<file path="config.mk">
export PLATFORM = sky130hd
export DESIGN_NAME = i2cs_seq
export DESIGN_NICKNAME = d
export VERILOG_FILES = /design/src/rtl/i2cs_pkg.sv /design/src/rtl/i2cs_txpack.sv /design/src/rtl/i2cs_rxhold.sv /design/src/rtl/i2cs_seq.sv
export SDC_FILE = /design/constraint.sdc
export NUM_CORES = 1
export LEC_CHECK = 0
export ABC_AREA = 1
export BUFFER_PORTS_ARGS = -buffer_cell sky130_fd_sc_hd__buf_4
export CORE_ASPECT_RATIO = 1.25
export CORE_UTILIZATION = 40
export CTS_CLUSTER_DIAMETER = 80
export CTS_CLUSTER_SIZE = 14
export DETAILED_ROUTE_END_ITERATION = 10
export GPL_ROUTABILITY_DRIVEN = 0
export GPL_TIMING_DRIVEN = 1
export PLACE_DENSITY = 0.57
export SYNTH_ARGS = -nofsm -noshare
export SYNTH_HDL_FRONTEND = slang
export SYNTH_SLANG_ARGS = --single-unit
</file>
<file path="constraint.sdc">
create_clock -name clk -period 2.4 [get_ports clk]
set_clock_uncertainty 0.15 [all_clocks]
set_input_delay 0.36 -clock clk [delete_from_list [all_inputs] [get_ports clk]]
set_output_delay 0.36 -clock clk [all_outputs]
set_load 0.1 [all_outputs]
</file>
<file path="src/rtl/i2cs_pkg.sv">
package i2cs_pkg;
    localparam int REG_W = 16;

    localparam int CB_EN  = 15;
    localparam int CB_MST = 10;
    localparam int CB_TRX = 9;
    localparam int CB_XA  = 8;
    localparam int CB_STP = 1;
    localparam int CB_STT = 0;
    localparam logic [REG_W-1:0] CTRL_WMASK = 16'hCF87;
    localparam int SYSCTL_RST_BIT = 1;

    localparam logic [7:0] A_SYSST  = 8'h10;
    localparam logic [7:0] A_BUFCFG = 8'h14;
    localparam logic [7:0] A_COUNT  = 8'h18;
    localparam logic [7:0] A_DATA   = 8'h1C;
    localparam logic [7:0] A_SYSCTL = 8'h20;
    localparam logic [7:0] A_CTRL   = 8'h24;
    localparam logic [7:0] A_SADDR  = 8'h2C;

    localparam logic [7:0] REV_NEW = 8'h34;

    typedef enum logic [2:0] {
        S_IDLE = 3'd0,
        S_ADDR = 3'd1,
        S_RUN  = 3'd2,
        S_SEND = 3'd3,
        S_RECV = 3'd4,
        S_STOP = 3'd5
    } seq_st_e;
endpackage

</file>
<file path="src/rtl/i2cs_txpack.sv">
module i2cs_txpack #(
    parameter int DEPTH = 3,
    parameter int BW    = 8,
    localparam int LW   = $clog2(DEPTH + 1)
) (
    input  logic          clk,
    input  logic          rst_n,
    input  logic          clr,
    input  logic          push,
    input  logic [BW-1:0] push_byte,
    input  logic          pop,
    output logic [LW-1:0] level,
    output logic [BW-1:0] head,
    output logic          accepted,
    output logic          filled
);
    logic [DEPTH*BW-1:0] buf_d, buf_q;
    logic [LW-1:0]       level_d, level_q;

    always_comb begin
        accepted = push && !clr && (level_q < LW'(DEPTH));
        buf_d    = buf_q;
        level_d  = level_q;
        if (clr) begin
            buf_d   = '0;
            level_d = '0;
        end else begin
            if (accepted) begin
                buf_d = {buf_q[DEPTH*BW-BW-1:0], push_byte};
            end
            level_d = level_q + LW'(accepted) - LW'(pop);
        end
        filled = accepted && (level_d == LW'(DEPTH));
        head = '0;
        for (int i = 0; i < DEPTH; i++) begin
            if (level_q == LW'(i + 1)) head = buf_q[i*BW +: BW];
        end
    end

    always_ff @(posedge clk or negedge rst_n) begin
        if (!rst_n) begin
            buf_q   <= '0;
            level_q <= '0;
        end else begin
            buf_q   <= buf_d;
            level_q <= level_d;
        end
    end

    assign level = level_q;
endmodule

</file>
<file path="src/rtl/i2cs_rxhold.sv">
module i2cs_rxhold #(
    parameter int BW = 8
) (
    input  logic          clk,
    input  logic          rst_n,
    input  logic          clr,
    input  logic          load,
    input  logic [BW-1:0] load_byte,
    input  logic          pop,
    output logic          full,
    output logic [BW-1:0] data
);
    logic          full_d, full_q;
    logic [BW-1:0] data_d, data_q;

    always_comb begin
        full_d = full_q;
        data_d = data_q;
        if (clr) begin
            full_d = 1'b0;
            data_d = '0;
        end else if (load) begin
            full_d = 1'b1;
            data_d = load_byte;
        end else if (pop) begin
            full_d = 1'b0;
        end
    end

    always_ff @(posedge clk or negedge rst_n) begin
        if (!rst_n) begin
            full_q <= 1'b0;
            data_q <= '0;
        end else begin
            full_q <= full_d;
            data_q <= data_d;
        end
    end

    assign full = full_q;
    assign data = data_q;
endmodule

</file>
<file path="src/rtl/i2cs_seq.sv">
module i2cs_seq
    import i2cs_pkg::*;
#(
    parameter logic [7:0] REV = 8'h34,
    parameter int CW    = 16,
    parameter int AW    = 7,
    parameter int BW    = 8,
    parameter int DEPTH = 3,
    localparam int LW   = $clog2(DEPTH + 1)
) (
    input  logic          clk,
    input  logic          rst_n,
    input  logic          wr_en,
    input  logic [7:0]    wr_addr,
    input  logic [15:0]   wr_data,
    input  logic          rd_en,
    input  logic [7:0]    rd_addr,
    output logic [15:0]   rd_data,
    output logic          eng_start_req,
    output logic [AW-1:0] eng_start_addr,
    output logic          eng_start_read,
    input  logic          eng_start_done,
    input  logic          eng_start_ack,
    output logic          eng_tx_req,
    output logic [BW-1:0] eng_tx_byte,
    input  logic          eng_tx_done,
    input  logic          eng_tx_ack,
    output logic          eng_rx_req,
    input  logic          eng_rx_done,
    input  logic [BW-1:0] eng_rx_byte,
    output logic          eng_stop_req,
    input  logic          eng_stop_done,
    output logic          sts_nack_set,
    output logic          sts_ardy_set,
    output logic          sts_rrdy_set,
    output logic          sts_rrdy_clr,
    output logic          sts_xrdy_clr,
    output logic          sts_xudf_clr
);
    localparam bit IS_NEW = (REV >= REV_NEW);

    typedef struct packed {
        seq_st_e          st;
        logic [REG_W-1:0] ctrl;
        logic [CW-1:0]    cnt;
        logic [CW-1:0]    cur;
        logic [AW-1:0]    sa;
        logic [REG_W-1:0] bufcfg;
        logic             nack;
        logic             ardy;
        logic             rrdy_set;
        logic             rrdy_clr;
        logic             xrdy_clr;
        logic             xudf_clr;
    } seq_r_t;

    seq_r_t r_d, r_q;

    logic          soft_rst, tx_push, tx_pop, tx_flush, tx_acc, tx_fill;
    logic [LW-1:0] tx_level;
    logic [BW-1:0] tx_head;
    logic          rx_load, rx_pop, rx_full;
    logic [BW-1:0] rx_data;
    logic          wr_ctrl;

    assign wr_ctrl = wr_en && (wr_addr == A_CTRL);
    assign tx_push = wr_en && (wr_addr == A_DATA);
    assign rx_pop  = rd_en && (rd_addr == A_DATA) && rx_full;

    generate
        if (IS_NEW) begin : g_rst_new
            assign soft_rst = wr_en && (wr_addr == A_SYSCTL) && wr_data[SYSCTL_RST_BIT];
        end else begin : g_rst_old
            assign soft_rst = wr_ctrl && !wr_data[CB_EN];
        end
    endgenerate

    i2cs_txpack #(.DEPTH(DEPTH), .BW(BW)) u_tx (
        .clk(clk), .rst_n(rst_n), .clr(soft_rst || tx_flush),
        .push(tx_push), .push_byte(wr_data[BW-1:0]), .pop(tx_pop),
        .level(tx_level), .head(tx_head), .accepted(tx_acc), .filled(tx_fill)
    );

    i2cs_rxhold #(.BW(BW)) u_rx (
        .clk(clk), .rst_n(rst_n), .clr(soft_rst),
        .load(rx_load), .load_byte(eng_rx_byte), .pop(rx_pop),
        .full(rx_full), .data(rx_data)
    );

    always_comb begin
        r_d          = r_q;
        r_d.nack     = 1'b0;
        r_d.ardy     = 1'b0;
        r_d.rrdy_set = 1'b0;
        r_d.rrdy_clr = 1'b0;
        r_d.xrdy_clr = tx_fill;
        r_d.xudf_clr = tx_acc;
        tx_pop       = 1'b0;
        tx_flush     = 1'b0;
        rx_load      = 1'b0;

        unique case (r_q.st)
            S_ADDR: if (eng_start_done) begin
                r_d.ctrl[CB_STT] = 1'b0;
                if (!eng_start_ack) begin
                    r_d.nack         = 1'b1;
                    r_d.ctrl[CB_STP] = 1'b0;
                    r_d.st           = S_IDLE;
                end else begin
                    r_d.cur = r_q.cnt;
                    r_d.st  = S_RUN;
                end
            end
            S_RUN: begin
                if (r_q.cur == '0) begin
                    if (r_q.ctrl[CB_STP]) begin
                        r_d.st = S_STOP;
                    end else begin
                        r_d.ardy         = 1'b1;
                        r_d.ctrl[CB_MST] = 1'b0;
                        r_d.st           = S_IDLE;
                    end
                end else if (r_q.ctrl[CB_TRX]) begin
                    if (tx_level != '0) r_d.st = S_SEND;
                end else if (!rx_full) begin
                    r_d.st = S_RECV;
                end
            end
            S_SEND: if (eng_tx_done) begin
                tx_pop  = 1'b1;
                r_d.cur = r_q.cur - CW'(1);
                if (eng_tx_ack) begin
                    r_d.st = S_RUN;
                end else begin
                    r_d.nack = 1'b1;
                    r_d.st   = S_IDLE;
                end
            end
            S_RECV: if (eng_rx_done) begin
                rx_load      = 1'b1;
                r_d.rrdy_set = 1'b1;
                r_d.cur      = r_q.cur - CW'(1);
                r_d.st       = S_RUN;
            end
            S_STOP: if (eng_stop_done) begin
                r_d.ctrl[CB_STP] = 1'b0;
                r_d.cur          = r_q.cnt;
                tx_flush         = 1'b1;
                r_d.st           = S_IDLE;
            end
            default: ;
        endcase

        if (rx_pop) begin
            r_d.rrdy_clr = 1'b1;
            if (r_q.ctrl[CB_MST] && !r_q.ctrl[CB_TRX]) r_d.ardy = 1'b1;
        end

        if (wr_en) begin
            unique case (wr_addr)
                A_CTRL: begin
                    r_d.ctrl = wr_data & CTRL_WMASK;
                    if (r_q.st != S_IDLE) begin
                        r_d.ctrl[CB_STT] = 1'b0;
                    end else if (wr_data[CB_EN] && wr_data[CB_MST] &&
                                 !wr_data[CB_XA] && wr_data[CB_STT]) begin
                        r_d.st = S_ADDR;
                    end
                end
                A_COUNT:  r_d.cnt    = wr_data[CW-1:0];
                A_SADDR:  r_d.sa     = wr_data[AW-1:0];
                A_BUFCFG: r_d.bufcfg = wr_data;
                default: ;
            endcase
        end

        if (soft_rst) r_d = '0;
    end

    always_ff @(posedge clk or negedge rst_n) begin
        if (!rst_n) r_q <= '0;
        else        r_q <= r_d;
    end

    always_comb begin
        unique case (rd_addr)
            A_SYSST:  rd_data = IS_NEW ? 16'(r_q.ctrl[CB_EN]) : 16'h0;
            A_BUFCFG: rd_data = r_q.bufcfg;
            A_COUNT:  rd_data = 16'(r_q.cnt);
            A_DATA:   rd_data = 16'(rx_data);
            A_CTRL:   rd_data = r_q.ctrl;
            A_SADDR:  rd_data = 16'(r_q.sa);
            default:  rd_data = 16'h0;
        endcase
    end

    assign eng_start_req  = (r_q.st == S_ADDR);
    assign eng_start_addr = r_q.sa;
    assign eng_start_read = !r_q.ctrl[CB_TRX];
    assign eng_tx_req     = (r_q.st == S_SEND);
    assign eng_tx_byte    = tx_head;
    assign eng_rx_req     = (r_q.st == S_RECV);
    assign eng_stop_req   = (r_q.st == S_STOP);
    assign sts_nack_set   = r_q.nack;
    assign sts_ardy_set   = r_q.ardy;
    assign sts_rrdy_set   = r_q.rrdy_set;
    assign sts_rrdy_clr   = r_q.rrdy_clr;
    assign sts_xrdy_clr   = r_q.xrdy_clr;
    assign sts_xudf_clr   = r_q.xudf_clr;
endmodule

</file>
==> flow_results.org, run 1 <==
** Run status
- The flow ran to the end, and the final reports show no timing, DRC or antenna violations.

** CTS
- Clock tree root driver cell :: clkbuf_16
- The number of clock buffers added by TritonCTS is 9.
- Clock-pin slew on the worst setup and hold paths :: 80 ps
- Clock tree from TritonCTS :: yes
- H-Tree Depth :: 3
- Clock sink count :: 109
- For the worst-skew pair, the clock arrives at the later sink with an insertion delay of 360 ps.
- Largest buffer count on any clock path :: 2

** Critical path
- Kind of end point of the critical path :: output pin
- Critical path buffers and inverters :: 3
- Kind of cell with the highest combined delay on the critical path :: simple AND/OR/NAND/NOR gates
- Highest net fanout along the worst path :: 4
- In this run the critical register-to-register path is launched from r_q[79].
- In this run the worst setup path begins at rd_addr[1].
- For the worst setup path, the data arrival time is 1790 ps.
- Crit Reg-Reg Endpoint :: sts_xrdy_clr
- STA classifies the critical path startpoint as an input port.
- Measured in cells, the most critical reg-to-reg path has a length of 10.
- Classification of the worst setup path :: input port to output pin
- Data required, critical path :: 1890 ps
- The setup check on the worst reg-to-reg path leaves a slack of 270 ps.
- Largest incremental delay on the critical path :: 320 ps
- In this design, the critical path's most frequently occurring cell is nand2_1.
- Crit path max-delay cell type :: buf_4
- Critical-path cell list :: buf_4 > nor2_1 > nand2_1 > nor2_1 > nand2_1 > inv_1 > nand2_1 > o2111ai_4 > buf_4

** Timing
- Final hold analysis gives a worst-case slack of 42.31 ps.
- Final critical-path setup slack :: 100.7 ps
- Pin slew with the least headroom to its limit :: 507.1 ps
- Dividing the final minimum period by the clock period gives between 90% and 100%.
- The max-slew violation count is 0.
- The number of failing hold endpoints at the final stage is 0.
- Setup repair after global routing could not meet its margin everywhere.
- Setup violations remaining at the end of the flow were counted as 0.
- Highest attainable clock frequency :: 434.9 MHz
- Measured against its own limit, the worst slew margin works out to 65.93%.
- Counting I/O delays and the setup requirement, the final critical path takes 2299 ps.

** GRT
- Global routing finished with a remaining overflow of 0.
- Wire length of the first global-routing pass :: about 27000 µm
- Vias in the first global route :: roughly 5300
- Entering global routing, the biggest net connects 41 pins.
- Antenna violations before repair :: 0
- Total global routing track utilization :: 22.91%

** Logic synthesis
- The commonest cells after synthesis are nand2_1, dfrtp_1, inv_1.
- Portion of the post-synthesis area used by sequential elements :: between 40% and 50%
- Syn_nets :: 823
- Post-synth EDFFs :: 0
- The netlist uses 43 different library cells.
- The most used flip-flop cell after synthesis is dfrtp_1.
- Synthesis handed over a netlist of 770 instances.
- By area the synthesized netlist is led by dfrtp_1, nand2_1, inv_1.
- Synth area leader :: dfrtp_1
- In this run the biggest area consumer among cell types represents 46.29% of the synthesized area.
- Summing every instance area after synthesis gives between 0.005 and 0.006 mm².
- After synthesis, the share of flip-flops with an asynchronous set or reset is 100.0%.
- For this run, the number of Yosys warnings is 0.
- Average cell area after synthesis :: 7.652 µm²
- By instance count, the leading cell after synthesis is nand2_1.
- The synthesized design contains between 100 and 150 register bits.

** Place
- Port buffering added between 90 and 100 buffers.
- Setup Slack @ Placement :: -46.15 ps
- Post-Place Cells :: 1033
- Total half-perimeter wirelength after legalization and detailed placement :: 13090 µm

** Route
- DRT antenna net count :: 0
- Vias after detailed routing :: 5435
- In the routed design, unresolved DRC markers number 0.
- Overall routed net length :: roughly 17000 µm
- Drt via density :: 5.176
- The pre-antenna-repair detailed-routing pass consisted of 5 iterations.
- Starting DRC count in detailed routing :: roughly 330
- In the final routed layout, each cell accounts on average for 16.23 µm.

** Floorplanning
- The initialized floorplan defines 49 standard-cell rows.
- The floorplan step set the die height to 137.7 µm.
- Starting density of the core :: between 40% and 50%
- IO Count :: 92
- Horiz. Die Dim :: around 110 µm
- Total die area :: 0.01522 mm²
- The total area inside the core boundary comes to between 0.01 and 0.015 mm².

** Finish
- The finished layout holds 1050 standard cells, fillers aside.
- The post-route netlist has about 22% of its cells at a drive strength greater than 1.
- 0 antenna diodes ended up in the layout.
- From synthesis to final layout, the design area changed by 23.51%.
- The final layout contains between 900 and 1000 nets.

** Power
- Pwr/cell area :: 885.6 mW/mm²
- IR analysis of the VDD net gives a maximum drop of 0.4496 mV.
- The analysis attributes to cell leakage a power of 3.740 nW.

** Job
- The tool flagged a number of max-cap violations equal to 0.

** Hold path
- Launch point of the worst hold path :: eng_rx_byte[1]
- Cell depth of the worst hold path :: 3
- In this run the worst hold path is classified as input port to register.
- Worst-case hold path end point :: u_rx.data[1]
layer usage:
metal | up-vias | GRT usage, % | share of wire, %
met2 | 151 | 41.03 | 52
li1 | 2672 | - | -
met1 | 2587 | 27.31 | 41
met3 | 25 | 4.795 | 4.9
met4 | 0 | 8.000 | 2.2
met5 | - | 0 | 0
flip-flops by register name (all words and copies together), names as in the netlist, 2 cells and up:
signal          cells
eng_start_addr      7
r_q                61
u_rx.data           8
u_tx.buf_q         24
u_tx.level          2
power by group:
part | switching (mW) | leakage [nW] | internal, mW
combinational | 1.84 | 2.15 | 0.774
clock | 0.765 | 0.143 | 0.733
sequential | 0.217 | 1.45 | 2.11
final cells by class:
class | instances | area (µm²)
Clock buffer | 9 | 225.2
Clock inverter | 7 | 63.81
Fill cell | 1429 | 7131
Inverter | 96 | 387.9
Multi-Input combinational cell | 540 | 2749
Sequential cell | 109 | 2728
Tap cell | 178 | 222.7
Timing Repair Buffer | 111 | 900.9
per-stage QoR:
step           area (µm²)  power, mW  utilization [%]  TNS (ps)
2_1_floorplan        6051      4.246                -     -5206
3_3_place_gp         6958      4.918            48.29         0
3_5_place_dp         6958      4.975            48.29    -151.4
4_1_cts              7262      6.492            50.40         0
5_1_grt              7277      6.893            50.51    -3.648
6_report             7277      6.444            50.51         0
worst max path at each step:
stage                        to  depth (start not counted)
global placement    rd_data[15]                          8
detailed placement   rd_data[1]                          9
floorplan            rd_data[3]                          5
CTS                  rd_data[1]                          9
global route         rd_data[0]                          9
finish               rd_data[7]                          9
cell families after synthesis:
kind of cell	count (synthesis)	share of synthesized area (%)
multiplexers	1	0.1699
flip-flops	109	46.29
XOR/XNOR	6	0.8919
AND/OR/NAND/NOR	413	30.18
buffers and inverters	121	9.408
AO/OA/AOI/OAI	117	12.42
adder cells (fa/ha/maj)	3	0.6371
worst register-to-register path, delay by kind of cell (launching register included):
family	cells	cell delay, ps
xor gates and xnor gates	1	180
adders and majority gates	1	180
buffers and inverters	3	250
DFF	1	500
and+or+nand+nor	5	780
repair_timing:
action,in CTS,in global routing
pin swaps,0,0
setup endpoints to repair,7,4
gates resized for setup,1,5
endpoints found under the hold margin,31,0
setup buffers,0,0
hold buffers,1,0
placed cells by master, fill, tap and decap left out, drive strengths merged, types with 2 or more instances in the layout:
cell type  instances
a21boi             2
a21oi              8
a31oi              3
buf              110
clkbuf             9
clkinv             4
dfrtp            109
ha                 3
inv               98
nand2            279
nand3             38
nand4             21
nor2              63
nor3               7
nor4               2
o2111ai            5
o211ai            10
o21ai             76
o221ai             5
o22ai              4
o32ai              2
xor2               5
No activity file was read; power rests on OpenSTA's default activity.
==> inputs of run 2 (changes only) <==
--- a/config.mk
+++ b/config.mk
@@ -8,6 +8,7 @@
 export ABC_AREA = 1
 export BUFFER_PORTS_ARGS = -buffer_cell sky130_fd_sc_hd__buf_4
 export CORE_ASPECT_RATIO = 1.25
+export CORE_MARGIN = 3
 export CORE_UTILIZATION = 40
 export CTS_CLUSTER_DIAMETER = 80
 export CTS_CLUSTER_SIZE = 14
==> run 2 against run 1 <==
Against the previous run: global-route usage shrank 0.85 points; critical path type unchanged; utilization grew 1.1 points; sequential power is essentially flat; critical path depth grew 3; cell count shrank 0.38%; first-iteration DRC count grew 7.8%.
==> flow_results.org, run 2 (synthesis results as in run 1) <==
** Run status
- Status: finished, final reports clean (unchanged).

** Hold path
- Worst-case hold path end point :: u_rx.data[1] (unchanged)
- Launch point of the worst hold path :: eng_rx_byte[1] (unchanged)
- The path type of the worst min-delay path is input port to register (unchanged).
- The worst hold path depth is 3 (unchanged).

** CTS
- Clock-pin slew on the worst setup and hold paths :: 80 ps (about the same)
- The clock tree from TritonCTS was yes (unchanged).
- The post-CTS setup repair buffer count came to 0 (unchanged).
- The maximum number of buffers from clock root to sink is 2 (unchanged).
- Clock sink count :: 109 (unchanged)
- The clock tree root buffer cell was clkbuf_16 (unchanged).
- Source-to-sink clock delay at the later pin of the worst-skew pair :: 360 ps (about the same)
- The depth of the CTS H-tree is 3 (unchanged).
- CTS buffer count :: 9 (unchanged)

** GRT
- The met2 global-route usage was 36.61% (was 41.03%).
- The via count of the first global-routing pass was 5388 (was 5299).
- The met3 track demand over resource in global routing came to 4.480% (was 4.795%).
- Peak-usage layer in the global routing report :: met2 (unchanged)
- The number of antenna violations at the first check in global routing was 0 (unchanged).
- The wire length of the first global-routing pass was 27990 µm (was 27050 µm).
- Global Route met1 Usage :: 28.22% (was 27.31%)
- Global-route congestion overflow total :: 0 (unchanged)
- The global-route usage over all layers came to 22.06% (was 22.91%).
- Pin count of the biggest net entering global routing :: 50 (was 41)

** Finish
- The number of flip-flops in the largest register came to 61 (unchanged).
- Total inserted antenna cells :: 0 (unchanged)
- Post-layout nets :: 919 (was 920)
- Final standard cell area without fillers :: 0.007291 mm² (was 0.007277 mm²)
- Growth of design area from synthesis to finish :: 23.74% (was 23.51%)
- Layout cell share with drive strength beyond 1 :: 21.81% (was 22.02%)
- The storage element area was 0.002728 mm² (unchanged).
- The footprint of the multi-input gates was 0.002749 mm² (unchanged).
- The filler cell count is 1385 (was 1429).
- Register ranked first by flip-flop count :: r_q (unchanged)
- The commonest non-fill, non-tap cell in the layout is nand2_1 (unchanged).
- Commonest cells after routing, fill and taps aside: nand2_1, dfrtp_1, buf_4 (unchanged).

** Job
- The reported max-cap violation count is 0 (unchanged).

** Power
- The maximum resistive drop on vdd was 0.4832 mV (was 0.4496 mV).
- Pwr/cell area :: 884.9 mW/mm² (was 885.6 mW/mm²)
- The overall power consumption came to 6.451 mW (was 6.444 mW).
- Leakage power summed over all cells :: 3.740 nW (about the same)

** Floorplanning
- The effective utilization at floorplan came to 41.75% (was 40.89%).
- Floorplan row count :: 48 (was 49)
- The area inside the core boundary came to 0.01411 mm² (was 0.01441 mm²).
- Total die area :: 0.01623 mm² (was 0.01522 mm²)
- Horiz. Die Dim :: 114.6 µm (was 110.6 µm)
- The height of the chip was 141.7 µm (was 137.7 µm).
- The I/O pin count was 92 (unchanged).

** Critical path
- Highest net fanout along the worst path :: 7 (was 4)
- Classification of the worst setup path :: input port to output pin (unchanged)
- Data required, critical path :: 1890 ps (about the same)
- The worst flop-to-flop path endpoint was sts_xrdy_clr (unchanged).
- Source of the worst register-to-register timing path :: r_q[79] (unchanged)
- Kind of end point of the critical path :: output pin (unchanged)
- The data arrival at the endpoint of the critical path is 1720 ps (was 1790 ps).
- The worst reg2reg path depth came to 10 (unchanged).
- The reg-to-reg setup timing slack is 280 ps (was 270 ps).
- The startpoint class of the critical path was an input port (unchanged).

** Timing
- The maximum clock rate came to 449.3 MHz (was 434.9 MHz).
- Min Clock Period, post-route :: 2226 ps (was 2299 ps)
- Share of the cycle needed by the critical path after routing :: 92.74% (was 95.80%)
- The worst hold margin was 48.51 ps (was 42.31 ps).
- Final Hold Violating Endpoints :: 0 (unchanged)
- The final count of negative-setup-slack endpoints came to 0 (unchanged).
- Count of final max-slew check failures :: 0 (unchanged)
- Final critical-path setup slack :: 174.1 ps (was 100.7 ps)
- Pin slew with the least headroom to its limit :: 578.8 ps (was 507.1 ps)
- The sum of negative setup slack is 0 ps (unchanged).
- RSZ-0062 raised after global routing :: false (was true)
- Worst slew margin relative to its limit :: 61.09% (was 65.93%)

** Route
- DRC Markers :: 0 (unchanged)
- Vias after detailed routing :: 5376 (was 5435)
- The violation count after the first detailed-routing iteration was 359 (was 333).
- The remaining antenna violation count after routing came to 0 (unchanged).
- The routed via count divided by cell count was 5.140 (was 5.176).
- The routed wire length was 17360 µm (was 17050 µm).
- The number of detailed-route iterations in the first pass is 5 (unchanged).
- WL/cell :: 16.60 µm (was 16.23 µm)

** Place
- The placed wire-length estimate after detailed placement was 13510 µm (was 13090 µm).
- Placed cell areas :: 0.006934 mm² (was 0.006958 mm²)
- The placement-stage worst setup slack is -12.85 ps (was -46.15 ps).
- The count of buffers inserted at the top-level ports is 91 (unchanged).
[run 2: cell count changes in the layout (fill, tap and decap cells not counted), moves of 2 or more]
cell | previous run | this run
inv_8 | 1 | 3
inv_6 | 5 | 1
buf_4 | 102 | 95
buf_8 | 0 | 2
buf_6 | 4 | 9
[run 2: worst max path at each step]
stage	start	end	slack [ps]
6_report	rd_addr[7]	rd_data[0]	170
5_1_grt	rd_addr[1]	rd_data[4]	0.5
3_3_place_gp	rd_addr[7]	rd_data[2]	30
3_5_place_dp	rd_addr[7]	rd_data[0]	-10
4_1_cts	rd_addr[7]	rd_data[1]	1
2_1_floorplan	rd_addr[1]	rd_data[3]	-510
[run 2: report_power, final]
part	internal [mW]	switching, mW
registers	2.11	0.221
clock network	0.737	0.753
logic	0.772	1.85
[run 2: cell type report]
type / instances / area share, %
clock inverters: 6 / 0.8752
clock buffers: 10 / 3.141
repair buffers: 110 / 12.55
inverters: 96 / 5.320
flip-flops and latches: 109 / 37.41
multi-input cells: 540 / 37.70
well taps: 175 / 3.003
[run 2: worst max-delay path, cell delays in order]
cell     delay (ps)
buf_4           140
inv_12           50
nand2_4          50
nor3_2          170
buf_4           150
nand2_1          50
inv_1           170
nand2_1          70
o21ai_1          80
nor2_1           50
nand4_1         150
buf_8           220
[run 2: per-stage QoR]
stage                     util [%]  cells
after floorplan                  -    770
after global placement       49.13   1029
after detailed placement     49.13   1029
after CTS                    51.33   1046
after global routing         51.66   1046
final                        51.66   1046
[run 2: metal layers]
layer	up-vias	routed length, µm
li1	2663	-
met3	35	843
met1	2548	7508
met4	0	517
met5	-	0
met2	130	8494
[run 2: repair_timing]
| item | CTS | global route |
|---|---|---|
| resized for setup | 2 | 13 |
| hold endpoints to repair | 31 | 0 |
| hold buffers | 1 | 0 |
| endpoints found under the setup margin | 2 | 13 |
==> inputs of run 3 (changes only) <==
--- a/config.mk
+++ b/config.mk
@@ -16,6 +16,7 @@
 export GPL_ROUTABILITY_DRIVEN = 0
 export GPL_TIMING_DRIVEN = 1
 export PLACE_DENSITY = 0.57
+export RECOVER_POWER = 100
 export SYNTH_ARGS = -nofsm -noshare
 export SYNTH_HDL_FRONTEND = slang
 export SYNTH_SLANG_ARGS = --single-unit
==> run 3 against run 2 <==
Against the previous run: flip-flop and latch count is the same; non-clock buffer count is the same; worst hold slack lost 1.6 ps; utilization shrank 1.2 points; sequential share of layout area grew 0.87 points; clock power is essentially flat; global-route usage is the same; critical endpoint is now eng_tx_byte[5]; highest routed layer unchanged.
==> flow_results.org, run 3 (synthesis results as in run 1) <==
** Floorplanning
- Vertical die dimension :: 141.7 µm (unchanged)
- Starting density of the core :: 41.75% (unchanged)
- The total number of placement rows was 48 (unchanged).
- The I/O pin count is 92 (unchanged).
- Total die area :: 0.01623 mm² (unchanged)
- The area inside the core boundary is 0.01411 mm² (unchanged).
- Horiz. Die Dim :: 114.6 µm (unchanged)

** Finish
- Area of combinational cells with multiple inputs :: 0.002668 mm² (was 0.002749 mm²)
- Number of non-filler instances in the completed layout :: 1046 (unchanged)
- The diode insertion count for antenna repair is 0 (unchanged).
- The area added between synthesis and finish is 20.92% (was 23.74%).
- Final standard cell area without fillers :: 0.007124 mm² (was 0.007291 mm²)
- The commonest non-fill, non-tap cell in the layout is nand2_1 (unchanged).
- Combined flip-flop and latch cell area :: 0.002728 mm² (unchanged)
- The register with the highest flop count is r_q (unchanged).
- Fillcell total :: 1436 (was 1385)
- Post-layout nets :: 919 (unchanged)
- Commonest cells after routing, fill and taps aside :: nand2_1, dfrtp_1, inv_1 (was nand2_1, dfrtp_1, buf_4)
- The number of flip-flops in the largest register came to 61 (unchanged).
- The layout cell share with drive strength beyond 1 came to 19.06% (was 21.81%).

** Critical path
- The data arrival at the endpoint of the critical path was 1760 ps (was 1720 ps).
- Critical path buffers and inverters :: 2 (was 5)
- Launching element type of the critical path :: register (was input port)
- The worst-path cell with the longest stage delay is dfrtp_1 (was buf_8).
- The type of the setup path with the least slack was register to output pin (was input port to output pin).
- The data required time at the worst endpoint is 1890 ps (about the same).
- Kind of cell with the highest combined delay on the critical path :: buffers and inverters (unchanged)
- Kind of end point of the critical path :: output pin (unchanged)
- R2R setup slack :: 300 ps (was 280 ps)
- Source of the worst register-to-register timing path :: r_q[78] (was r_q[79])
- Largest incremental delay on the critical path :: 430 ps (was 220 ps)
- The logic depth of the worst setup path including buffers is 5 (was 12).
- In this design, the critical path's most frequently occurring cell is nand2_1.
- The capturing element of the worst setup path is eng_tx_byte[5] (was rd_data[0]).
- The launch point of the critical path was u_tx.level[1] (was rd_addr[7]).
- The worst reg2reg path depth is 11 (was 10).
- Critical-path cell list: nand2_1 > clkinv_1 > nand2_1 > o211ai_1 > clkbuf_4 (was buf_4 > inv_12 > nand2_4 > nor3_2 > buf_4 > nand2_1 > inv_1 > nand2_1 > o21ai_1 > nor2_1 > nand4_1 > buf_8).
- Crit Reg-Reg Endpoint :: sts_xrdy_clr (unchanged)
- Highest net fanout along the worst path :: 9 (was 7)

** Place
- Post-Place Cells :: 1029 (unchanged)
- Placed cell areas :: 0.006934 mm² (unchanged)
- Total half-perimeter wirelength after legalization and detailed placement :: 13510 µm (unchanged)
- Buffers on Ports :: 91 (unchanged)

** Run status
- Status: finished, final reports clean (unchanged).

** Route
- The mean routed wirelength per cell came to 16.62 µm (was 16.60 µm).
- The post-detailed-route DRC marker count was 0 (unchanged).
- The routed wire length was 17380 µm (was 17360 µm).
- DRT antenna net count :: 0 (unchanged)
- The routed via count divided by cell count is 5.133 (was 5.140).
- The number of detailed-route iterations in the first pass came to 5 (unchanged).
- Starting DRC count in detailed routing :: 402 (was 359)
- Vias after detailed routing :: 5369 (was 5376)

** Power
- The static leakage power is 3.665 nW (was 3.740 nW).
- The power density normalized to cell area came to 893.8 mW/mm² (was 884.9 mW/mm²).
- Highest ir drop seen on vdd :: 0.4600 mV (was 0.4832 mV)
- Power Total :: 6.368 mW (was 6.451 mW)

** Timing
- The worst hold margin is 46.94 ps (was 48.51 ps).
- Min Clock Period, post-route :: 2272 ps (was 2226 ps)
- The final count of negative-setup-slack endpoints came to 0 (unchanged).
- Highest attainable clock frequency :: 440.1 MHz (was 449.3 MHz)
- The max-slew violation count was 0 (unchanged).
- RSZ-0062 raised after global routing: false (unchanged).
- The number of failing hold endpoints at the final stage came to 0 (unchanged).
- Worst slew margin relative to its limit :: 22.29% (was 61.09%)
- The transition time at the pin with the least slew margin is 1171 ps (was 578.8 ps).
- The fraction of the cycle the final worst path needs is 94.67% (was 92.74%).

** Job
- The reported max-cap violation count was 0 (unchanged).

** GRT
- Wire length of the first global-routing pass :: 27990 µm (unchanged)
- The total congestion overflow after global routing is 0 (unchanged).
- The global-route usage over all layers was 22.06% (unchanged).
- Vias in the first global route :: 5388 (unchanged)
- Antenna violations before repair :: 0 (unchanged)
- The maximum number of pins on one net before global-route repair is 50 (unchanged).

** Hold path
- Launch point of the worst hold path :: eng_rx_byte[1] (unchanged)
- Worst hold-check path type :: input port to register (unchanged)

** CTS
- H-Tree Depth :: 3 (unchanged)
- The post-CTS setup repair buffer count was 0 (unchanged).
- Clock tree root driver cell :: clkbuf_16 (unchanged)
- Clock sink count :: 109 (unchanged)
- Largest buffer count on any clock path :: 2 (unchanged)
- The clock latency at the later pin of the worst-skew pair came to 360 ps (about the same).
- The clock tree from TritonCTS was yes (unchanged).
- CTS buffer count :: 9 (unchanged)
- The clock-pin transition on the worst setup and hold timing paths came to 80 ps (about the same).
## run 3: changes by cell type in the layout (fill, tap and decap cells not counted), sizes merged
cell    previous run  this run
clkbuf            10        45
buf              109        74
## run 3: power breakdown
part | internal [mW] | switching [mW] | leakage [nW]
clock network | 0.737 | 0.756 | 0.145
registers | 2.11 | 0.220 | 1.45
logic | 0.718 | 1.82 | 2.07
total | 3.57 | 2.80 | 3.66
## run 3: metrics by stage
step	setup slack [ps]	util [%]	TNS, ps
floorplan	-507.5	-	-5206
global placement	29.85	49.13	0
detailed placement	-12.85	49.13	-21.33
CTS	1.296	51.33	0
global route	0.4916	50.48	0
finish	128.0	50.48	0
## run 3: layout make-up
class | count | share of cell area, %
clock buffer | 10 | 3.214
clock inverter | 6 | 0.8957
sequential | 109 | 38.29
timing repair buffer | 110 | 11.68
tap | 175 | 3.073
multi-input combinational | 540 | 37.44
inverter | 96 | 5.409
## run 3: worst min path at each step
stage	end	cells after the start	slack, ps
finish	u_rx.data[1]	3	50
detailed placement	u_rx.data[5]	1	200
floorplan	eng_start_addr[0]	0	-90
global placement	r_q[32]	1	190
CTS	u_rx.data[1]	3	40
global route	u_rx.data[1]	3	40
## run 3: tightest hold or removal path, delay by kind of cell
kind	cells	cell delay [ps]
AND/OR/NAND/NOR	2	90
buffers and inverters	1	80
## run 3: per-layer routing
layer	wire length (µm)	global-route usage (%)
met3	839	4.480
met5	0	0
met4	524	8.380
met1	7535	28.22
met2	8484	36.61
## run 3: what timing repair did
| item | 4_1_cts | 5_1_grt |
|---|---|---|
| hold buffers | 1 | 0 |
| endpoints found under the hold margin | 31 | 0 |
| endpoints found under the setup margin | 2 | 13 |
| resized for setup | 2 | 13 |
| gates cloned | 0 | 0 |
